[src/rtl/pbus_pkg.sv]
package pbus_pkg;
  localparam int unsigned ADDR_W = 6;
  localparam int unsigned DATA_W = 8;
  localparam int unsigned FILT_N = 3;

  typedef enum logic {
    LVL_LOW  = 1'b0,
    LVL_HIGH = 1'b1
  } lvl_e;
endpackage

[src/rtl/pbus_sync.sv]
module pbus_sync #(
  parameter int unsigned W      = 3,
  parameter int unsigned STAGES = 2
) (
  input  logic         clk_i,
  input  logic         rst_ni,
  input  logic [W-1:0] d_i,
  output logic [W-1:0] q_o
);
  logic [W-1:0] stg_q [STAGES];

  for (genvar s = 0; s < STAGES; s++) begin : g_stage
    if (s == 0) begin : g_first
      always_ff @(posedge clk_i or negedge rst_ni)
        if (!rst_ni) stg_q[s] <= '0;
        else         stg_q[s] <= d_i;
    end else begin : g_next
      always_ff @(posedge clk_i or negedge rst_ni)
        if (!rst_ni) stg_q[s] <= '0;
        else         stg_q[s] <= stg_q[s-1];
    end
  end

  assign q_o = stg_q[STAGES-1];
endmodule

[src/rtl/pbus_filter.sv]
module pbus_filter
  import pbus_pkg::*;
#(
  parameter int unsigned N = 3
) (
  input  logic clk_i,
  input  logic rst_ni,
  input  logic s_i,
  output logic level_o,
  output logic rise_o
);
  localparam int unsigned CW = (N < 2) ? 1 : $clog2(N);
  localparam logic [CW-1:0] LAST = CW'(N - 1);

  lvl_e          lvl_q;
  logic [CW-1:0] cnt_q;
  logic          differ, done;

  assign level_o = (lvl_q == LVL_HIGH);
  assign differ  = (s_i != level_o);
  assign done    = differ && (cnt_q == LAST);
  assign rise_o  = done && (lvl_q == LVL_LOW);

  // level flips only after N consecutive disagreeing samples
  always_ff @(posedge clk_i or negedge rst_ni) begin
    if (!rst_ni) begin
      lvl_q <= LVL_LOW;
      cnt_q <= '0;
    end else if (!differ) begin
      cnt_q <= '0;
    end else if (done) begin
      lvl_q <= (lvl_q == LVL_LOW) ? LVL_HIGH : LVL_LOW;
      cnt_q <= '0;
    end else begin
      cnt_q <= cnt_q + 1'b1;
    end
  end

  p_rise_gap_r4: assert property (@(posedge clk_i) disable iff (!rst_ni)
    rise_o |=> !rise_o);
  p_rise_needs_input_r2: assert property (@(posedge clk_i) disable iff (!rst_ni)
    rise_o |-> s_i);
  p_level_held_r4: assert property (@(posedge clk_i) disable iff (!rst_ni)
    (level_o && s_i) |=> level_o);
endmodule

[src/rtl/pbus_capture.sv]
module pbus_capture #(
  parameter int unsigned AW = 6,
  parameter int unsigned DW = 8
) (
  input  logic          clk_i,
  input  logic          rst_ni,
  input  logic          fire_i,
  input  logic          slot_i,
  input  logic          rd_i,
  input  logic [AW-1:0] addr_i,
  input  logic [DW-1:0] data_i,
  input  logic [DW-1:0] reg_rdata_i,
  output logic [AW-1:0] reg_addr_o,
  output logic [DW-1:0] reg_wdata_o,
  output logic          reg_we_o,
  output logic          reg_re_o,
  output logic [DW-1:0] rd_data_o
);
  logic accept;
  assign accept = fire_i && slot_i;

  always_ff @(posedge clk_i or negedge rst_ni) begin
    if (!rst_ni) begin
      reg_addr_o  <= '0;
      reg_wdata_o <= '0;
      reg_we_o    <= 1'b0;
      reg_re_o    <= 1'b0;
    end else begin
      reg_we_o <= accept && !rd_i;
      reg_re_o <= accept && rd_i;
      if (accept) begin
        reg_addr_o  <= addr_i;
        reg_wdata_o <= data_i;
      end
    end
  end

  // register space answers combinationally on reg_addr_o
  always_ff @(posedge clk_i or negedge rst_ni)
    if (!rst_ni)       rd_data_o <= '0;
    else if (reg_re_o) rd_data_o <= reg_rdata_i;

  p_we_pulse_r5: assert property (@(posedge clk_i) disable iff (!rst_ni)
    reg_we_o |=> !reg_we_o);
  p_we_re_excl_r5: assert property (@(posedge clk_i) disable iff (!rst_ni)
    !(reg_we_o && reg_re_o));
  p_hold_r6: assert property (@(posedge clk_i) disable iff (!rst_ni)
    !fire_i |=> ($stable(reg_addr_o) && $stable(reg_wdata_o)));
  p_deselect_r7: assert property (@(posedge clk_i) disable iff (!rst_ni)
    !slot_i |=> !(reg_we_o || reg_re_o));
endmodule

[src/rtl/pbus_target.sv]
module pbus_target
  import pbus_pkg::*;
#(
  parameter int unsigned ADDR_BITS = ADDR_W,
  parameter int unsigned DATA_BITS = DATA_W,
  parameter int unsigned FILT_LEN  = FILT_N,
  parameter int unsigned SYNC_LEN  = 2
) (
  input  logic                 clk_i,
  input  logic                 rst_ni,
  input  logic                 strobe_i,
  input  logic                 slot_en_i,
  input  logic                 rw_i,
  input  logic [ADDR_BITS-1:0] addr_i,
  input  logic [DATA_BITS-1:0] data_i,
  output logic [DATA_BITS-1:0] data_o,
  output logic                 data_oe_o,
  output logic [ADDR_BITS-1:0] reg_addr_o,
  output logic [DATA_BITS-1:0] reg_wdata_o,
  output logic                 reg_we_o,
  output logic                 reg_re_o,
  input  logic [DATA_BITS-1:0] reg_rdata_i
);
  localparam int unsigned CTRL_W = 3;

  logic [CTRL_W-1:0] ctrl_s;
  logic stb_s, slot_s, rd_s;
  logic stb_lvl, stb_rise;

  pbus_sync #(.W(CTRL_W), .STAGES(SYNC_LEN)) u_sync (
    .clk_i  (clk_i),
    .rst_ni (rst_ni),
    .d_i    ({strobe_i, slot_en_i, rw_i}),
    .q_o    (ctrl_s)
  );
  assign {stb_s, slot_s, rd_s} = ctrl_s;

  pbus_filter #(.N(FILT_LEN)) u_filt (
    .clk_i   (clk_i),
    .rst_ni  (rst_ni),
    .s_i     (stb_s),
    .level_o (stb_lvl),
    .rise_o  (stb_rise)
  );

  pbus_capture #(.AW(ADDR_BITS), .DW(DATA_BITS)) u_cap (
    .clk_i       (clk_i),
    .rst_ni      (rst_ni),
    .fire_i      (stb_rise),
    .slot_i      (slot_s),
    .rd_i        (rd_s),
    .addr_i      (addr_i),
    .data_i      (data_i),
    .reg_rdata_i (reg_rdata_i),
    .reg_addr_o  (reg_addr_o),
    .reg_wdata_o (reg_wdata_o),
    .reg_we_o    (reg_we_o),
    .reg_re_o    (reg_re_o),
    .rd_data_o   (data_o)
  );

  assign data_oe_o = slot_s && rd_s && stb_s;

  p_we_after_level_r3: assert property (@(posedge clk_i) disable iff (!rst_ni)
    reg_we_o |-> stb_lvl);
  p_we_slot_r7: assert property (@(posedge clk_i) disable iff (!rst_ni)
    reg_we_o |-> $past(slot_s));
  p_oe_strobe_r8: assert property (@(posedge clk_i) disable iff (!rst_ni)
    data_oe_o |-> $past(strobe_i, 2));
endmodule

[config.mk]
export PLATFORM = sky130hd
export DESIGN_NAME = pbus_target
export DESIGN_NICKNAME = d
export VERILOG_FILES = /design/src/rtl/pbus_pkg.sv /design/src/rtl/pbus_sync.sv /design/src/rtl/pbus_filter.sv /design/src/rtl/pbus_capture.sv /design/src/rtl/pbus_target.sv
export SDC_FILE = /design/constraint.sdc
export NUM_CORES = 1
export LEC_CHECK = 0
export ABC_AREA = 1
export BUFFER_PORTS_ARGS = -buffer_cell sky130_fd_sc_hd__clkbuf_2
export CORE_MARGIN = 2
export CORE_UTILIZATION = 49
export DETAILED_ROUTE_END_ITERATION = 12
export GPL_ROUTABILITY_DRIVEN = 0
export PLACE_DENSITY = 0.89
export REMOVE_ABC_BUFFERS = 1
export SETUP_SLACK_MARGIN = 0.4
export SLEW_MARGIN = 20
export SYNTH_ARGS = -nofsm -noshare
export SYNTH_HDL_FRONTEND = slang
export SYNTH_HIERARCHICAL = 1
export SYNTH_SLANG_ARGS = --single-unit
[constraint.sdc]
create_clock -name clk_i -period 4 [get_ports clk_i]
set_input_delay 0.8 -clock clk_i [delete_from_list [all_inputs] [get_ports clk_i]]
set_output_delay 0.8 -clock clk_i [all_outputs]
set_load 0.005 [all_outputs]
# ---- After elaboration in Yosys (flattened, before gate mapping)
# Cells that the tools add are included.
dict set report totals {
  output_inout_bits 25
  ff_bits 33
  in_bits 27
  elab_cells 25
}
dict set report op_classes {
  eq_ne 2
  n_reduce_logical 9
  mux 3
  addsub 1
  bitwise 1
}
# op count
set op_table {}
lappend op_table {{logical AND 1 bit} 7}
lappend op_table {{2-to-1 mux 2 bit} 2}
lappend op_table {{adder 2 x 1 -> 2 bit (second input constant)} 1}
lappend op_table {{== test 2 bit (second input constant)} 1}
lappend op_table {{AND reduction 2 bit} 1}
lappend op_table {{zero test 1 bit} 1}
lappend op_table {{2-to-1 mux 1 bit} 1}
lappend op_table {{!= test 1 bit} 1}
lappend op_table {{inverter 1 bit} 1}

# ---- Longest topological paths before layout
dict set report depth {
  depth_word 5
  mapped_depth 7
  mapped_depth_nobuf 6
}

# ---- Hierarchy
# The synthesis kept the hierarchy.
# mod cells_per_inst seq_area_each_um2 area_each_um2 instances
set by_module_without_submodules {}
lappend by_module_without_submodules {pbus_capture 98 600.6 919.6 1}
lappend by_module_without_submodules {pbus_sync 9 150.1 172.7 1}
lappend by_module_without_submodules {pbus_filter 19 75.1 136.4 1}
lappend by_module_without_submodules {pbus_target 3 0.0 13.8 1}

# ---- Least setup slack after synthesis
# No wires, ideal clock.
dict set report synth_path {
  kind {register to output}
  start {register u_sync.stg_q (netlist bit u_sync/q_o[1])}
  end {output port data_oe_o}
  stages_incl_launch_ff 4
  path_buffers 1
  slack_ns 2.612
  arrival_time_ns 0.588
  cell_sequence {dfrtp_1 buf_4 nand2_1 nor2_2}
}
dict set report synth_via {
  elab_chain_len 2
}
# element line_no
set synth_lines {}
lappend synth_lines {{from (decl)} pbus_sync.sv:10} ;# logic [W-1:0] stg_q [STAGES];
lappend synth_lines {{from (signal, indexed assignment)} pbus_sync.sv:20} ;# else stg_q[s] <= stg_q[s-1];
lappend synth_lines {{logical AND 1 bit (2 in a row)} pbus_target.sv:62} ;# assign data_oe_o = slot_s && rd_s && stb_s;
lappend synth_lines {{to (decl)} pbus_target.sv:17} ;# output logic data_oe_o,
# No other way between the ends.

# ---- Final worst setup path
# Ends and elaborated chain as after synthesis.

==> run summary <==
Nets - 207
Worst slew pin tran - 0.897 ns
DR iter-0 viols - 13
Die H - 54.4 µm
Vias in the first global route - 904
YS warnings - 6
Router iterations before antenna repair - 4
Clk slew on worst S/H paths - 0.09 ns
Vias/cell - 4.70
RSZ-0062 raised after global routing - no
Sink Count - 33
Sum Neg Setup Slack - 0 ns
Post-Syn Area per Cell - 9.63 µm²
Worst Reg-to-Reg Cells - 6
Number of fill cells - 208
Fin. max-slew vios - 0
R2r startpoint - u_filt/cnt_q[0]
Final setup skew - 0.00473 ns
Post-DRT Antenna Nets - 0
Cells after Synth - 129
Multi-input gate area - 315 µm²
FMAX - 0.478 GHz
Synth Cell Area - 0.00124 mm²
CTS Buf Count - 5
Die X - 54.4 µm
Total vias in the final route - 992
Routed wire length - 2.33 mm
Post-cts gate resize count - 0
Maximum capacitance violations - 0
Root Driver - clkbuf_4
Synthesized flop and latch total - 33
CTS tree - done
DP Wirelength - 1.80 mm
Area Growth Syn to Fin - 23.8%
Rel. slew slack - 0.400
Worst skew pair latency - 0.32 ns
Total Die Area - 0.00295 mm²
IO Port Bufs - 51
Largest net degree at the start of global routing - 34
Post-CTS setup buffer count - 0
HP Start - u_sync/stg_q[5]
Initial antenna violation count - 0
CP Capture Type - output pin
Static leakage - 0.000875 µW
Min-Delay Path Depth - 0
Initial Util - 0.511
DP Area - 0.00149 mm²
Core Footprint - 0.00243 mm²
Clock Tree Buf Depth - 2
# diodes - 0
CP startpoint kind - register
Worst Path Required - 3.20 ns
Ports - 52
GR Overflow Total - 0
Commonest non-fill, non-tap cells in the layout - clkbuf_2 (51), nand2_1 (45), dfrtp_1 (33), nand3_1 (15), inv_1 (13)
Final Cycle Share - 0.523
# hold bufs at CTS - 0
H-tree depth - 2
CP arrival - 1.29 ns
Wire per inst - 11.0 µm
Residual DRC - 0
Ratio of cells with drive above 1 in the final layout - 0.337
Sequential cell area - 826 µm²
Commonest non-fill, non-tap cell in the layout - clkbuf_2
PD cells - 646 mW/mm²
Final hold violations - 0
Distinct cells, synth - 12
Sequential share of the synthesized area - 0.665
GRT Util Overall - 0.182
First-pass GRT wire length - 3.68 mm
Setup Viol. Count Final - 0
Status - completed
Peak VDD IR - 0.000408 V
Crit. Startpoint - u_sync/q_o[1]
Post-layout min period - 2.09 ns
Hold WC Path Type - reg2reg
CP max FO - 16
Kind of critical path - reg2out
FP Rows - 18
Final instance area - 0.00154 mm²
[critical path, stage by stage (launching register included)]
cell      delay [ns]
dfrtp_1         0.65
nand2_1         0.13
nor2_2          0.09
clkbuf_2        0.11
[area by class of cell]
class                      count  area share
clock buffer                   6      0.0269
clock inverter                 2     0.00651
inverter                      14      0.0342
multi-input combinational     75       0.205
sequential                    33       0.537
tap                           30      0.0244
timing repair buffer          51       0.166
[registers in the layout (all words and copies together) (netlist names)]
signal,count
u_cap/reg_addr_o,6
u_sync/stg_q,3
u_cap/reg_wdata_o,8
u_cap/rd_data_o,8
u_cap/reg_re_o,1
u_sync/q_o,3
u_filt/level_o,1
u_filt/cnt_q,2
u_cap/reg_we_o,1
[logic make-up after synthesis]
| logic type | synth area share |
|---|---|
| and+or+nand+nor | 0.222 |
| AOI/OAI and AO/OA | 0.0322 |
| DFF | 0.665 |
| buffers and inverters | 0.0816 |
[where the power goes]
part | leakage (µW) | internal (µW) | switching, µW
clock network | 0.0000320 | 66.8 | 99.5
registers | 0.000382 | 463 | 76.3
logic | 0.000461 | 137 | 151
total | 0.000875 | 667 | 327
[per-stage QoR]
step	power [µW]	setup slack, ns	utilization	std cells	hold slack [ns]
after global placement	818	2.20	0.611	203	0.334
after detailed placement	841	2.08	0.611	203	0.335
after CTS	1010	1.90	0.632	211	0.356
final	994	1.91	0.632	211	0.354
after global routing	1080	1.80	0.632	211	0.365
after floorplan	664	2.41	-	122	0.331
[Yosys cell counts (all sizes together)]
cell type  count  area share
nor2           6       0.020
o21ai          8       0.032
inv           14       0.042
nand2         46        0.14
buf            7       0.039
nand3         15       0.060
dfrtp         33        0.66
[per-layer routing]
metal  wire length (µm)  track usage
met1                948        0.210
met2               1080        0.301
met3                274       0.0874
met4                 25       0.0500
met5                  0            0
[worst paths after layout]
path | to | slack, ns
worst min-delay path | u_sync/q_o[2] | 0.35
max in group asynchronous | u_cap/reg_wdata_o[2] | 2.99
worst min register to register | u_sync/q_o[2] | 0.35
worst max register to register | u_cap/reg_addr_o[0] | 2.04
worst max-delay path | data_oe_o | 1.91
min in group asynchronous | u_sync/q_o[1] | 0.53
Power figures use the tool's default switching activity.
